==> src/rtl/tgl_tx_pkg.sv <==
package tgl_tx_pkg;
  localparam int DATA_W  = 8;
  localparam int MSG_LEN = 12;
  localparam int IDX_W   = $clog2(MSG_LEN);

  typedef enum logic [1:0] {
    ST_WAIT  = 2'd0,
    ST_DRIVE = 2'd1,
    ST_DONE  = 2'd2
  } tx_state_e;

  // message text, index 0 first
  function automatic logic [DATA_W-1:0] msg_char(input logic [IDX_W-1:0] idx);
    logic [DATA_W-1:0] c;
    case (idx)
      4'd0:    c = 8'h48;
      4'd1:    c = 8'h65;
      4'd2:    c = 8'h6C;
      4'd3:    c = 8'h6C;
      4'd4:    c = 8'h6F;
      4'd5:    c = 8'h20;
      4'd6:    c = 8'h57;
      4'd7:    c = 8'h6F;
      4'd8:    c = 8'h72;
      4'd9:    c = 8'h6C;
      4'd10:   c = 8'h64;
      4'd11:   c = 8'h0A;
      default: c = 8'h00;
    endcase
    return c;
  endfunction
endpackage

==> src/rtl/tgl_msg_rom.sv <==
module tgl_msg_rom
  import tgl_tx_pkg::*;
(
  input  logic [IDX_W-1:0]  idx_i,
  output logic [DATA_W-1:0] char_o
);
  always_comb char_o = msg_char(idx_i);
endmodule

==> src/rtl/tgl_tx_fsm.sv <==
module tgl_tx_fsm
  import tgl_tx_pkg::*;
(
  input  logic             clk_i,
  input  logic             rst_ni,
  input  logic             ack_i,
  output logic [IDX_W-1:0] idx_o,
  output logic             load_o,
  output logic             drive_o,
  output logic             strobe_o,
  output logic             done_o
);
  localparam logic [IDX_W-1:0] LAST_IDX = IDX_W'(MSG_LEN - 1);

  tx_state_e        state_q;
  logic [IDX_W-1:0] idx_q;
  logic             strobe_q;
  logic             done_q;

  // proceed only once the receiver level differs from ours
  assign load_o  = (state_q == ST_WAIT) && (ack_i != strobe_q);
  assign drive_o = (state_q == ST_DRIVE);

  always_ff @(posedge clk_i or negedge rst_ni) begin
    if (!rst_ni) begin
      state_q  <= ST_WAIT;
      idx_q    <= '0;
      strobe_q <= 1'b0;
      done_q   <= 1'b0;
    end else begin
      case (state_q)
        ST_WAIT: if (load_o) state_q <= ST_DRIVE;
        ST_DRIVE: begin
          strobe_q <= ~strobe_q;
          if (idx_q == LAST_IDX) begin
            state_q <= ST_DONE;
            done_q  <= 1'b1;
          end else begin
            idx_q   <= idx_q + IDX_W'(1);
            state_q <= ST_WAIT;
          end
        end
        default: state_q <= ST_DONE;
      endcase
    end
  end

  assign idx_o    = idx_q;
  assign strobe_o = strobe_q;
  assign done_o   = done_q;
endmodule

==> src/rtl/tgl_msg_tx.sv <==
module tgl_msg_tx
  import tgl_tx_pkg::*;
(
  input  logic              clk_i,
  input  logic              rst_ni,
  input  logic              ack_i,
  output logic [DATA_W-1:0] data_o,
  output logic              strobe_o,
  output logic              done_o
);
  logic [IDX_W-1:0]  idx_w;
  logic [DATA_W-1:0] char_w;
  logic              load_w;
  logic              drive_w;
  logic [DATA_W-1:0] data_q;

  tgl_tx_fsm u_fsm (
    .clk_i    (clk_i),
    .rst_ni   (rst_ni),
    .ack_i    (ack_i),
    .idx_o    (idx_w),
    .load_o   (load_w),
    .drive_o  (drive_w),
    .strobe_o (strobe_o),
    .done_o   (done_o)
  );

  tgl_msg_rom u_rom (
    .idx_i  (idx_w),
    .char_o (char_w)
  );

  // data held between transfers
  always_ff @(posedge clk_i or negedge rst_ni) begin
    if (!rst_ni)     data_q <= '0;
    else if (load_w) data_q <= char_w;
  end

  assign data_o = data_q;
endmodule

==> config.mk <==
export PLATFORM = sky130hd
export DESIGN_NAME = tgl_msg_tx
export DESIGN_NICKNAME = d
export VERILOG_FILES = /design/src/rtl/tgl_tx_pkg.sv /design/src/rtl/tgl_msg_rom.sv /design/src/rtl/tgl_tx_fsm.sv /design/src/rtl/tgl_msg_tx.sv
export SDC_FILE = /design/constraint.sdc
export NUM_CORES = 1
export LEC_CHECK = 0
export BUFFER_PORTS_ARGS = -buffer_cell sky130_fd_sc_hd__buf_4
export CAP_MARGIN = 20
export CORE_UTILIZATION = 35
export CTS_BUF_LIST = sky130_fd_sc_hd__clkbuf_8
export DETAILED_ROUTE_END_ITERATION = 8
export PLACE_DENSITY = 0.6
export SKIP_LAST_GASP = 1
export SYNTH_ARGS = -nofsm -noshare
export SYNTH_HDL_FRONTEND = slang
export SYNTH_SLANG_ARGS = --single-unit
export TNS_END_PERCENT = 5
==> constraint.sdc <==
create_clock -name clk_i -period 1.7 [get_ports clk_i]
set_input_delay 0.085 -clock clk_i [delete_from_list [all_inputs] [get_ports clk_i]]
set_output_delay 0.085 -clock clk_i [all_outputs]
set_load 0.005 [all_outputs]
==> run_results.csv <==
group,metric,value,unit
clock_tree,cts_tree,"done",
clock_tree,postCtsSetupRepairBufs,0,
routing,post_drt_wl_per_cell,12.5,µm
power,power.leakage,0.490,nW
global_route,first_global_vias,556,
routing,viasPerCell,4.85,
yosys,seq_area_frac_synth,44.6,%
timing,hold_slack,0.225,ns
timing,hold_viol,0,
floorplan,start_util,37.7,%
finish,fin_nets,98,
timing,fmax,634,MHz
critical_path,critPathCaptureType,"register",
placement,io_buffers,11,
yosys,netlist_area,842,µm²
power,power,0.00196,W
critical_path,cp.required,1.81,ns
finish,layout_commonest_cell,"dfrtp_1",
clock_tree,root_buffer,"clkbuf_8",
yosys,syn_inst,75,
global_route,antenna_found_initial,0,
critical_path,critPathMaxFanout,7,
power,powerDensity,1970,nW/µm²
yosys,synth_warnings,0,
yosys,synth_nets,84,
clock_tree,clkSinkCount,15,
finish,postLayoutCoreUtil,44.6,%
clock_tree,cts_buffer_depth,2,
worst_hold_path,holdCritPathClass,"input port to asynchronous set/reset pin",
critical_path,crit_family,"compound AO/OA/AOI/OAI gates",
routing,drc_errors,0,
placement,dpl.cell_count,111,
power,vdd_drop_max,810,µV
floorplan,die_y,51.1,µm
timing,rsz0062_at_grt,"false",
finish,finalNonFillerCells,116,
critical_path,crit_buf_inv,1,
routing,routed_wl,1450,µm
yosys,post_synth.cell_area_avg,11.2,µm²
finish,num-fill-cells,218,
clock_tree,cts_buffers,3,
power,p_sw,0.000710,W
status,outcome,"completed",
critical_path,crit_chain,"inv_1 -> ha_1 -> nor2_1 -> a2111o_1 -> a2bb2oi_1",
floorplan,core-area,2230,µm²
critical_path,crit_path_start_kind,"register",
timing,finalClockSkew,0.00186,ns
placement,hpwlAfterDp,1040,µm
clock_tree,h-tree-depth,1,
placement,gp_congestion,0.776,
critical_path,arrival,1.69,ns
critical_path,cp_slowest_cell,"dfrtp_2",
global_route,grt_pass1_wl,2420,µm
routing,drt_iter0_drc,2,
finish,area_delta_synth_final,18.3,%
flow_run,max_cap_viol_count,0,
routing,num_vias,563,
routing,first_pass_iters,2,
floorplan,io_pins,13,
timing,fin_crit,1.58,ns
yosys,synth_cell_type_count,29,
timing,setup_violations,0,
floorplan,die-area,2610,µm²
power,swShare,36.2,%
global_route,grt_overflow,0,
finish,diodes,0,
clock_tree,clkTransAtPathRegs,0.06,ns
global_route,grt.total_usage,12.7,%
floorplan,num_rows,17,
global_route,grt_max_degree,16,
power,clkPwrFrac,14.4,%
critical_path,max_stage_delay,0.43,ns
clock_tree,worstSkewPairLatency,0.25,ns
routing,postRouteAntennaNets,0,
critical_path,path_class,"register to register",
power,comb_power_share,49.0,%
timing,finalSetupTns,0,ns
floorplan,fp.dieW,51.1,µm
timing,slew_violations,0,
yosys,synth_seq_cells,15,
power,intPower,0.00125,W
power,p_seq_share,36.6,%
finish,layout-drive-gt1-share,28.4,%
finish,final_cell_mix,"dfrtp_1 (14), buf_4 (12), inv_1 (8)",
timing,period_share,92.8,%
worst paths after layout:
kind,depth (start not counted),to,start,slack (ns)
min reg2reg,1,u_fsm.done_o,u_fsm.done_o,0.48
max in group asynchronous,2,u_fsm.idx_o[0],rst_ni,1.28
max,5,data_o[3],u_fsm.idx_o[0],0.12
min in group clk_i,4,data_o[3],ack_i,0.34
min,2,data_o[1],rst_ni,0.23
max reg2reg,5,data_o[3],u_fsm.idx_o[0],0.12
what timing repair did:
item / CTS / global route
resized for setup: 0 / 1
endpoints found under the hold margin: 15 / 0
hold buffers: 1 / 0
endpoints found under the setup margin: 0 / 1
state kept, by name, summed over array words and instances (netlist names):
| name | cells |
|---|---|
| data_o | 7 |
| u_fsm.done_o | 1 |
| u_fsm.state_q | 2 |
| u_fsm.idx_o | 4 |
| u_fsm.strobe_o | 1 |
layer usage:
layer,GRT usage [%],vias up,wire length [µm]
met2,20.8,10,666
met5,0,-,0
li1,-,273,-
met1,15.3,278,717
met4,2.78,0,10
met3,5.36,2,58
cells in the mapped netlist, drive strengths merged:
cell,instances,area share (%)
mux2,7,12
o21ai,2,1.2
a21oi,5,3.0
o31ai,1,0.89
inv,7,3.1
a2bb2oi,1,1.0
o21bai,1,0.89
nor2,1,0.45
or2,1,0.74
a2111o,1,1.3
ha,6,8.9
nand3b,1,0.89
or3b,1,1.0
mux2i,2,2.4
clkbuf,1,0.45
buf,3,2.8
nand4,1,0.74
dfrtp,15,45
nand2,2,0.89
a41o,1,1.2
nand2b,5,3.7
or3,1,0.74
xnor2,4,4.2
conb,1,0.45
nand3,1,0.59
nor2b,3,2.2
logic make-up (layout without fill, tap and decap cells):
group           Yosys count  in the layout  share of synthesized area [%]
simple gates             17             17                           12.0
flops                    15             15                           44.6
compound gates           12             12                           9.51
buf+inv                  11             24                           6.39
mux                       9              9                           14.0
fa+ha+maj                 6              6                           8.92
xor+xnor                  4              4                           4.16
other cells               1              1                          0.445
final cells by class:
cell class / instances / area [µm²] / area share, %
Clock buffer: 3 / 41.3 / 4.15
Clock inverter: 1 / 3.75 / 0.377
Inverter: 7 / 26.3 / 2.64
Multi-Input combinational cell: 49 / 413 / 41.5
Sequential cell: 15 / 377 / 37.8
Tap cell: 28 / 35.0 / 3.52
Timing Repair Buffer: 13 / 100 / 10.1
per-stage QoR:
| stage | setup WS (ns) | area, µm² |
|---|---|---|
| 2_1_floorplan | 0.149 | 842 |
| 3_3_place_gp | 0.122 | 940 |
| 3_5_place_dp | 0.0725 | 940 |
| 4_1_cts | 0.0649 | 995 |
| 5_1_grt | 0.0587 | 996 |
| 6_report | 0.122 | 996 |
power by group through the flow:
stage	clock network, W	registers, W	logic, W
5_1_grt	0.000311	0.000750	0.00107
6_report	0.000283	0.000718	0.000962
2_1_floorplan	0	0.000656	0.000761
4_1_cts	0.000294	0.000717	0.000973
3_5_place_dp	0	0.000719	0.000966
3_3_place_gp	0	0.000714	0.000952
Note: power is estimated with default switching activity, not from simulation.
